$ cat config.mk
export PLATFORM = sky130hd
export DESIGN_NAME = dram_cycle_front
export DESIGN_NICKNAME = d
export VERILOG_FILES = /design/src/rtl/dram_front_pkg.sv /design/src/rtl/dram_strobe_sampler.sv /design/src/rtl/dram_cell_array.sv /design/src/rtl/dram_cycle_ctrl.sv /design/src/rtl/dram_cycle_front.sv
export SDC_FILE = /design/constraint.sdc
export NUM_CORES = 2
export LEC_CHECK = 0
export ABC_AREA = 1
export BUFFER_PORTS_ARGS = -buffer_cell sky130_fd_sc_hd__buf_2
export CAP_MARGIN = 20
export CELL_PAD_IN_SITES_DETAIL_PLACEMENT = 1
export CELL_PAD_IN_SITES_GLOBAL_PLACEMENT = 2
export CORE_UTILIZATION = 44
export CTS_CLUSTER_SIZE = 10
export DETAILED_ROUTE_END_ITERATION = 16
export PLACE_DENSITY = 0.78
export SETUP_SLACK_MARGIN = 0.15
export SYNTH_ARGS = -nofsm -noshare
export SYNTH_HDL_FRONTEND = slang
export SYNTH_SLANG_ARGS = --single-unit
$ cat constraint.sdc
create_clock -name clk -period 17.3 [get_ports clk]
set_input_delay 0.865 -clock clk [delete_from_list [all_inputs] [get_ports clk]]
set_output_delay 0.865 -clock clk [all_outputs]
set_load 0.02 [all_outputs]
$ cat src/rtl/dram_front_pkg.sv
package dram_front_pkg;

  typedef enum logic [2:0] {
    CK_IDLE  = 3'd0,
    CK_CBR   = 3'd1,
    CK_RONLY = 3'd2,
    CK_READ  = 3'd3,
    CK_EWR   = 3'd4,
    CK_LWR   = 3'd5
  } cyc_kind_t;

  // flat cell number of a row/column pair
  function automatic int unsigned cell_index(int unsigned row, int unsigned col,
                                             int unsigned col_w);
    return (row << col_w) | col;
  endfunction

  // refresh counter successor, wrapping at the row count
  function automatic int unsigned bump_row(int unsigned cur, int unsigned rows);
    return (cur + 1 >= rows) ? 0 : cur + 1;
  endfunction

endpackage

$ cat src/rtl/dram_strobe_sampler.sv
module dram_strobe_sampler #(
  parameter int ADDR_W = 5,
  parameter int DQ_W   = 4
) (
  input  logic              clk,
  input  logic              rst_n,
  input  logic              ras_n,
  input  logic              cas_n,
  input  logic              we_n,
  input  logic              oe_n,
  input  logic [ADDR_W-1:0] addr,
  input  logic [DQ_W-1:0]   dq_in,
  output logic              s_ras_n,
  output logic              s_cas_n,
  output logic              s_we_n,
  output logic              s_oe_n,
  output logic [ADDR_W-1:0] s_addr,
  output logic [DQ_W-1:0]   s_din,
  output logic              ras_fall,
  output logic              ras_rise,
  output logic              cas_fall,
  output logic              we_fall
);

  logic p_ras_n, p_cas_n, p_we_n;

  always_ff @(posedge clk or negedge rst_n) begin
    if (!rst_n) begin
      s_ras_n <= 1'b1;
      s_cas_n <= 1'b1;
      s_we_n  <= 1'b1;
      s_oe_n  <= 1'b1;
      s_addr  <= '0;
      s_din   <= '0;
      p_ras_n <= 1'b1;
      p_cas_n <= 1'b1;
      p_we_n  <= 1'b1;
    end else begin
      s_ras_n <= ras_n;
      s_cas_n <= cas_n;
      s_we_n  <= we_n;
      s_oe_n  <= oe_n;
      s_addr  <= addr;
      s_din   <= dq_in;
      p_ras_n <= s_ras_n;
      p_cas_n <= s_cas_n;
      p_we_n  <= s_we_n;
    end
  end

  // edge events between the two most recent samples
  assign ras_fall = p_ras_n & ~s_ras_n;
  assign ras_rise = ~p_ras_n & s_ras_n;
  assign cas_fall = p_cas_n & ~s_cas_n;
  assign we_fall  = p_we_n & ~s_we_n;

endmodule

$ cat src/rtl/dram_cell_array.sv
module dram_cell_array #(
  parameter int IDX_W = 10,
  parameter int DQ_W  = 4
) (
  input  logic             clk,
  input  logic             rst_n,
  input  logic             wr_req,
  input  logic [IDX_W-1:0] wr_idx,
  input  logic [DQ_W-1:0]  wr_data,
  input  logic             rd_req,
  input  logic [IDX_W-1:0] rd_idx,
  output logic [DQ_W-1:0]  rd_data
);

  localparam int DEPTH = 1 << IDX_W;

  logic [DQ_W-1:0] cells [DEPTH];

  always_ff @(posedge clk) begin
    if (wr_req) cells[wr_idx] <= wr_data;
  end

  always_ff @(posedge clk or negedge rst_n) begin
    if (!rst_n)      rd_data <= '0;
    else if (rd_req) rd_data <= cells[rd_idx];
  end

endmodule

$ cat src/rtl/dram_cycle_ctrl.sv
module dram_cycle_ctrl
  import dram_front_pkg::*;
#(
  parameter int ROW_W  = 5,
  parameter int COL_W  = 5,
  parameter int ADDR_W = 5,
  parameter int DQ_W   = 4,
  localparam int IDX_W = ROW_W + COL_W
) (
  input  logic              clk,
  input  logic              rst_n,
  input  logic              s_cas_n,
  input  logic              s_ras_n,
  input  logic              s_we_n,
  input  logic [ADDR_W-1:0] s_addr,
  input  logic [DQ_W-1:0]   s_din,
  input  logic              ras_fall,
  input  logic              ras_rise,
  input  logic              cas_fall,
  input  logic              we_fall,
  output cyc_kind_t         kind,
  output logic              refresh_pulse,
  output logic [ROW_W-1:0]  refresh_row,
  output logic              wr_req,
  output logic [IDX_W-1:0]  wr_idx,
  output logic [DQ_W-1:0]   wr_data,
  output logic              rd_req,
  output logic [IDX_W-1:0]  rd_idx
);

  localparam int ROWS = 1 << ROW_W;

  logic [ROW_W-1:0] ref_cnt;
  logic [ROW_W-1:0] row_q;
  logic [COL_W-1:0] col_q;
  logic             page_open;
  logic             early_wr_ev;
  logic             read_ev;
  logic             late_wr_ev;
  logic [COL_W-1:0] col_now;
  logic [ROW_W-1:0] row_now;

  assign col_now = s_addr[COL_W-1:0];
  assign row_now = s_addr[ROW_W-1:0];

  // a row is open for column traffic in any non-refresh-only kind
  assign page_open = !s_ras_n &&
                     (kind == CK_RONLY || kind == CK_READ ||
                      kind == CK_EWR   || kind == CK_LWR);

  assign early_wr_ev = !ras_rise && cas_fall && page_open && !s_we_n;
  assign read_ev     = !ras_rise && cas_fall && page_open &&  s_we_n;
  assign late_wr_ev  = !ras_rise && !cas_fall && kind == CK_READ &&
                       !s_cas_n && we_fall;

  assign wr_req  = !ras_fall && (early_wr_ev || late_wr_ev);
  assign wr_idx  = early_wr_ev ? IDX_W'(cell_index(int'(row_q), int'(col_now), COL_W))
                               : IDX_W'(cell_index(int'(row_q), int'(col_q),   COL_W));
  assign wr_data = s_din;
  assign rd_req  = !ras_fall && read_ev;
  assign rd_idx  = IDX_W'(cell_index(int'(row_q), int'(col_now), COL_W));

  always_ff @(posedge clk or negedge rst_n) begin
    if (!rst_n) begin
      kind          <= CK_IDLE;
      ref_cnt       <= '0;
      row_q         <= '0;
      col_q         <= '0;
      refresh_pulse <= 1'b0;
      refresh_row   <= '0;
    end else begin
      refresh_pulse <= 1'b0;
      if (ras_fall) begin
        refresh_pulse <= 1'b1;
        if (!s_cas_n) begin
          kind        <= CK_CBR;
          refresh_row <= ref_cnt;
          ref_cnt     <= ROW_W'(bump_row(int'(ref_cnt), ROWS));
        end else begin
          kind        <= CK_RONLY;
          row_q       <= row_now;
          refresh_row <= row_now;
        end
      end else if (ras_rise) begin
        kind <= CK_IDLE;
      end else if (early_wr_ev) begin
        kind  <= CK_EWR;
        col_q <= col_now;
      end else if (read_ev) begin
        kind  <= CK_READ;
        col_q <= col_now;
      end else if (late_wr_ev) begin
        kind <= CK_LWR;
      end
    end
  end

  a_r1_cbr_row_from_counter: assert property (@(posedge clk) disable iff (!rst_n)
    (ras_fall && !s_cas_n) |=> (refresh_pulse && refresh_row == $past(ref_cnt)));

  a_r2_counter_step: assert property (@(posedge clk) disable iff (!rst_n)
    (ras_fall && !s_cas_n) |=> (ref_cnt == ROW_W'($past(ref_cnt) + 1'b1)));

  a_r2_counter_hold: assert property (@(posedge clk) disable iff (!rst_n)
    !(ras_fall && !s_cas_n) |=> $stable(ref_cnt));

  a_r3_ronly_row: assert property (@(posedge clk) disable iff (!rst_n)
    (ras_fall && s_cas_n) |=> (refresh_pulse && refresh_row == $past(row_now)));

  a_r4_cbr_no_write: assert property (@(posedge clk) disable iff (!rst_n)
    (kind == CK_CBR) |-> !wr_req);

  a_r9_ras_rise_idle: assert property (@(posedge clk) disable iff (!rst_n)
    ras_rise |=> (kind == CK_IDLE));

endmodule

$ cat src/rtl/dram_cycle_front.sv
module dram_cycle_front
  import dram_front_pkg::*;
#(
  parameter int ROW_W  = 5,
  parameter int COL_W  = 5,
  parameter int DQ_W   = 4,
  parameter int ADDR_W = (ROW_W > COL_W) ? ROW_W : COL_W
) (
  input  logic              clk,
  input  logic              rst_n,
  input  logic              ras_n,
  input  logic              cas_n,
  input  logic              we_n,
  input  logic              oe_n,
  input  logic [ADDR_W-1:0] addr,
  input  logic [DQ_W-1:0]   dq_in,
  output logic [DQ_W-1:0]   dq_out,
  output logic              dq_oe,
  output logic [2:0]        cycle_kind,
  output logic              refresh_pulse,
  output logic [ROW_W-1:0]  refresh_row
);

  localparam int IDX_W = ROW_W + COL_W;

  logic              s_ras_n, s_cas_n, s_we_n, s_oe_n;
  logic [ADDR_W-1:0] s_addr;
  logic [DQ_W-1:0]   s_din;
  logic              ras_fall, ras_rise, cas_fall, we_fall;
  cyc_kind_t         kind;
  logic              wr_req, rd_req;
  logic [IDX_W-1:0]  wr_idx, rd_idx;
  logic [DQ_W-1:0]   wr_data;
  logic [DQ_W-1:0]   rd_data;

  dram_strobe_sampler #(.ADDR_W(ADDR_W), .DQ_W(DQ_W)) u_sampler (
    .clk(clk), .rst_n(rst_n),
    .ras_n(ras_n), .cas_n(cas_n), .we_n(we_n), .oe_n(oe_n),
    .addr(addr), .dq_in(dq_in),
    .s_ras_n(s_ras_n), .s_cas_n(s_cas_n), .s_we_n(s_we_n), .s_oe_n(s_oe_n),
    .s_addr(s_addr), .s_din(s_din),
    .ras_fall(ras_fall), .ras_rise(ras_rise), .cas_fall(cas_fall), .we_fall(we_fall)
  );

  dram_cycle_ctrl #(.ROW_W(ROW_W), .COL_W(COL_W), .ADDR_W(ADDR_W), .DQ_W(DQ_W)) u_ctrl (
    .clk(clk), .rst_n(rst_n),
    .s_cas_n(s_cas_n), .s_ras_n(s_ras_n), .s_we_n(s_we_n),
    .s_addr(s_addr), .s_din(s_din),
    .ras_fall(ras_fall), .ras_rise(ras_rise), .cas_fall(cas_fall), .we_fall(we_fall),
    .kind(kind), .refresh_pulse(refresh_pulse), .refresh_row(refresh_row),
    .wr_req(wr_req), .wr_idx(wr_idx), .wr_data(wr_data),
    .rd_req(rd_req), .rd_idx(rd_idx)
  );

  dram_cell_array #(.IDX_W(IDX_W), .DQ_W(DQ_W)) u_array (
    .clk(clk), .rst_n(rst_n),
    .wr_req(wr_req), .wr_idx(wr_idx), .wr_data(wr_data),
    .rd_req(rd_req), .rd_idx(rd_idx), .rd_data(rd_data)
  );

  // bus drive only in a read with both column strobe and output enable low
  assign dq_oe      = (kind == CK_READ) && !s_cas_n && !s_oe_n;
  assign dq_out     = rd_data;
  assign cycle_kind = kind;

  a_r9_idle_hiz: assert property (@(posedge clk) disable iff (!rst_n)
    (s_ras_n && s_cas_n) |-> !dq_oe);

  a_r8_oe_high_hiz: assert property (@(posedge clk) disable iff (!rst_n)
    s_oe_n |-> !dq_oe);

  a_r5_early_write_hiz: assert property (@(posedge clk) disable iff (!rst_n)
    (kind == CK_EWR) |-> !dq_oe);

  a_r7_late_write_hiz: assert property (@(posedge clk) disable iff (!rst_n)
    (kind == CK_LWR) |-> !dq_oe);

  a_r4_cbr_hiz: assert property (@(posedge clk) disable iff (!rst_n)
    (kind == CK_CBR) |-> !dq_oe);

endmodule

# After elaboration in Yosys (flattened, before gate mapping)
# Memory sizes are Yosys's and may differ from the RTL's. A register that Yosys moved wholly into a read port is not among the register bits.
# Cells that the tools add are included.
# word_totals
regBits	40
ramBits	4096
in_bits	15
out_inout_bits	14
word_cells	78
memories	1
# memory_table
memory	depth	width	read_ports	rd_ports_with_merged_regs	wr	line_no	source
u_array.cells	1024	4	1	1	1	dram_cell_array.sv:17	logic [DQ_W-1:0] cells [DEPTH];
# classes
n_addsub	1
magnitude_cmp	1
n_eq_ne	4
mux	14
bitwise	12
n_reduce_logical	30
# op_table
cell	n
two-way mux 5 bit	4
OR 10 x 5 -> 10 bit	2
two-way mux 3 bit	5
logical AND 1 bit	13
two-way mux 10 bit	1
logical NOT 1 bit	8
adder 5 x 1 -> 6 bit, second input constant	1
== test 3 x 2 -> 1 bit, second input constant	2
== test 3 bit, second input constant	2
greater-or-equal comparator 6 bit, second input constant	1
inverter 1 bit	6
nonzero test 5 bit	1
AND 1 bit	4
logical OR 1 bit	4
AND reduction 2 bit	2
two-way mux 1 bit	3
AND reduction 3 bit	1
two-way mux 2 bit	1
nonzero test 2 bit	1

# Logic depth before layout (Yosys ltp)
# logic_depth
depth_word	12
mapped_depth	19
mapped_depth_nobuf	15

# Hierarchy
# Synthesis repeated with hierarchy kept, for this count alone.
# hier_totals
cells_unflattened	14762
area_unflattened_um2	170318.3
# by_module_without_submodules
mod	n_inst	cells_per_inst	area_each_um2	seq_area_each_um2
dram_cell_array	1	14582	168649.2	123098.1
dram_cycle_ctrl	1	150	1206.2	600.6
dram_strobe_sampler	1	24	439.2	409.1
dram_cycle_front	1	6	23.8	0.0

# Worst setup path after synthesis
# OpenSTA, ideal clock, no wires.
# synth_timing
kind	register to register
startpoint	reg u_sampler.s_din[0]
endpoint	mem u_array.cells[0][0] (data pin)
setup_time_ns	2.603
arrival_ns	11.812
t_required_ns	14.697
setup_slack_ns	2.885
stages_incl_launch_ff	1
path_buffers	0
synth_period_minus_slack_ns	14.415
path_cell_list	dfrtp_1
# synth_rtl
element	line_no	source
start, declared	dram_strobe_sampler.sv:18	output logic [DQ_W-1:0] s_din,
start signal, assigned	dram_strobe_sampler.sv:44	s_din <= dq_in;
end, declared	dram_cell_array.sv:17	
# Straight into the memory's write port.

# Worst setup path after layout
# layout_timing
startpoint	reg u_sampler.s_addr[0]
endpoint	reg u_array.rd_data[3], read port of u_array.cells
# layout_via
elab_chain_cells	1
# layout_rtl
element	line_no	source
start, declared	dram_strobe_sampler.sv:17	output logic [ADDR_W-1:0] s_addr,
start signal, assigned	dram_strobe_sampler.sv:43	s_addr <= addr;
OR 10 x 5 -> 10 bit	dram_front_pkg.sv:15	return (row << col_w) | col;
end, declared	dram_cell_array.sv:12	output logic [DQ_W-1:0] rd_data
# Every way passes these cells.
# A chain may end at the register's enable or synchronous reset.

==> key figures <==
Run status
  • Status: completed

Finish
  • Most frequent cells in the layout: nand2_1, edfxtp_1, nand3_1, nor2_1, clkbuf_16
  • Most common cell after layout, fill and taps aside: nand2_1
  • Area grow syn2layout: 10.31%
  • Nets@finish: 14,490
  • Layout cells sized above 1: 0.05869
  • Utilization after layout: 0.4885

Timing
  • Post-layout min period: 7515 ps
  • Worst-Margin Slew: 1347 ps
  • Slew headroom: 0.1018
  • Slew Viols, Final: 0
  • Final Skew: 47.87 ps
  • Fin crit share: 0.4344
  • RSZ-0062 raised after global routing: false
  • Final TNS setup: 0 ps
  • Setup violations, final: 0
  • Fmax: 133.1 MHz
  • Fin. Hold Viols: 0

Floorplanning
  • Cell row count: 227
  • IO Count: 29
  • Die Y-Extent: 622.7 um
  • Initial Util: 0.4428
  • Die Width: 622.7 um
  • Core area: 0.3829 mm^2
  • Die area: 0.3878 mm^2

Synthesis
  • Compound-gate portion of the synthesized area: 0.002251
  • Synth Area in Adders: 0.0002214
  • Largest family of logic cells by synthesized area: simple AND/OR/NAND/NOR gates
  • Largest area contributor in the netlist: edfxtp_1
  • Synthesized flop and latch total: 4,140
  • Syn Nets: 14,798
  • Synth Cell Area: 0.1695 mm^2
  • Yosys Warn Count: 0
  • Gate Count Post-Synth: 14,780
  • Xor and xnor area share after synthesis: 0.0001550
  • Synth area leaders: edfxtp_1, nand3_1, nand2_1
  • Post-synthesis average cell area: 11.47 um^2
  • Simple-gate area share of the yosys netlist: 0.2385
  • Post-synth cell types: 29
  • Mux cell area share after synthesis: 0
  • Post-synth top area share: 0.7255
  • Post-synthesis sequential area ratio: 0.7320

Global routing
  • Total track usage: 0.2789
  • GRT overflow: 0
  • Largest net degree at the start of global routing: 211
  • Initial antenna violation count: 43
  • Vias in the first global route: 120,786
  • Global-route wire length before repair: 806,500 um

Route
  • Remaining antenna violation count: 0
  • Iteration count of the initial detailed-routing pass: 6
  • Drc violations: 0
  • DR vias: 115,017
  • Routed len/inst: 27.86 um
  • Final wirelength: 549,300 um
  • Iteration-0 DRC Markers: 11,251
  • Routed vias/inst: 5.834

CTS
  • CTS clk-pin slew, worst paths: 60 ps
  • CTS H-tree lvls: 5
  • Clk sinks: 4,140
  • CTS root buf: clkbuf_16
  • CTS tree: yes
  • Worst skew pair latency: 980 ps
  • Longest Clk Path Bufs: 4
  • Post-CTS Setup Bufs: 0
  • Num CTS Buffers: 464

Worst setup path
  • Crit Path Class: reg -> reg
  • Crit. Startpoint: u_sampler.s_addr[0]
  • Crit. End Element: flop
  • R2R setup slack: 9780 ps
  • CP Max Fanout: 92
  • Worst Path Required: 18,190 ps
  • Startpoint Class: flop
  • WP data arrival: 8410 ps
  • Reg2reg start: u_sampler.s_addr[0]

Placed design
  • Hpwl dp: 311,500 um
  • Final GP Congestion: 0.8277
  • Number of port buffers: 28

Min path
  • HP Start: addr[1]
  • Hold Path Class: in -> reg

Pwr
  • Lkg Pwr: 63.83 nW
  • PD cells: 115.0 mW/mm^2
  • VDD IR max: 0.1172 mV

Flow run
  • # Max-Cap Violations: 0
area by class of cell:
| type | instances | area (um^2) |
|---|---|---|
| multi-input combinational | 9502 | 41070 |
| fill | 39840 | 195900 |
| clock inverter | 35 | 202.7 |
| sequential | 4140 | 124100 |
| antenna | 6 | 15.01 |
| clock buffer | 629 | 12470 |
| inverter | 45 | 206.4 |
| timing repair buffer | 319 | 2603 |
| tap | 5038 | 6304 |
layer usage:
| layer | global-route usage | wire [um] | up-vias |
|---|---|---|---|
| li1 | - | - | 51248 |
| met1 | 0.3801 | 232000 | 59193 |
| met2 | 0.4715 | 266100 | 3780 |
| met3 | 0.03456 | 34910 | 796 |
| met4 | 0.07824 | 16230 | 0 |
| met5 | 0 | 0 | - |
critical path: stages (launching register included):
cell	delay, ps
dfrtp_4	800
buf_4	740
buf_4	870
buf_4	770
buf_4	800
buf_4	800
buf_4	810
nand2_1	130
nand3_1	130
nand3_1	110
nand3_1	110
nand2_1	100
o21ai_0	260
nand2_1	100
nand4_1	190
a21oi_1	160
nand3_1	180
nand2_1	80
inv_1	70
repair_timing:
action                    in CTS  in global routing
hold endpoints to repair      14                  0
hold buffers                  12                  0
resized for setup              0                  0
cells in the mapped netlist (all sizes together):
cell and n:
nor3 16, nor2 1051, buf 370, xor2 3, nor4 1, clkinv 2, a31oi 5, dfstp 7
nand3 3833, nand4 42, edfxtp 4096, clkbuf 723, o21ai 39, a21oi 10, a21boi 1, inv 43
ha 3, o21a 5, dfrtp 37, nand2 4488, o211ai 5
metrics by stage:
| stage | area [um^2] | setup slack (ps) | std cells | total power (W) | hold WS, ps |
|---|---|---|---|---|---|
| after global placement | 174200 | 10090 | 19030 | 0.01299 | 355.7 |
| final | 187000 | 9785 | 19714 | 0.02151 | 96.28 |
| after floorplan | 169500 | 2885 | 14780 | 0.01229 | 354.0 |
| after CTS | 187000 | 9818 | 19708 | 0.02165 | 19.15 |
| after global routing | 187000 | 9269 | 19710 | 0.02205 | 51.94 |
| after detailed placement | 174200 | 9875 | 19032 | 0.01301 | 357.4 |
power by group:
part | internal, W | total, W | switching [W] | leakage (nW)
sequential | 0.0110 | 0.0111 | 0.0000451 | 37.3
combinational | 0.000321 | 0.00171 | 0.00139 | 20.4
clock | 0.00492 | 0.00870 | 0.00379 | 6.14
sequential cells by signal, indices dropped and copies added (netlist names):
register and cells:
u_ctrl.ref_cnt 5, u_ctrl.col_q 5, u_array.rd_data 4, u_sampler.p_ras_n 1
u_ctrl.row_q 5, u_ctrl.refresh_row 5, u_sampler.s_addr 5, u_sampler.s_din 4
u_array.cells 4096, u_sampler.s_cas_n 1, u_sampler.s_ras_n 1, u_sampler.p_we_n 1
u_sampler.s_we_n 1, u_ctrl.kind 3, u_sampler.p_cas_n 1, u_ctrl.refresh_pulse 1
u_sampler.s_oe_n 1
kinds of logic after synthesis:
| kind of cell | count (synthesis) |
|---|---|
| simple gates | 9431 |
| xor+xnor | 3 |
| flops | 4140 |
| buf+inv | 1138 |
| compound gates | 65 |
| fa+ha+maj | 3 |
path summary, 6_finish.rpt:
path | to | depth (start not counted)
max | u_array.rd_data[3] | 18
min | u_sampler.s_addr[1] | 1
max reg2reg | u_array.rd_data[3] | 18
min reg2reg | u_sampler.p_we_n | 0
max in group asynchronous | u_sampler.s_addr[2] | 3
min in group asynchronous | u_sampler.s_din[0] | 2
Note: power is estimated with default switching activity, not from simulation.
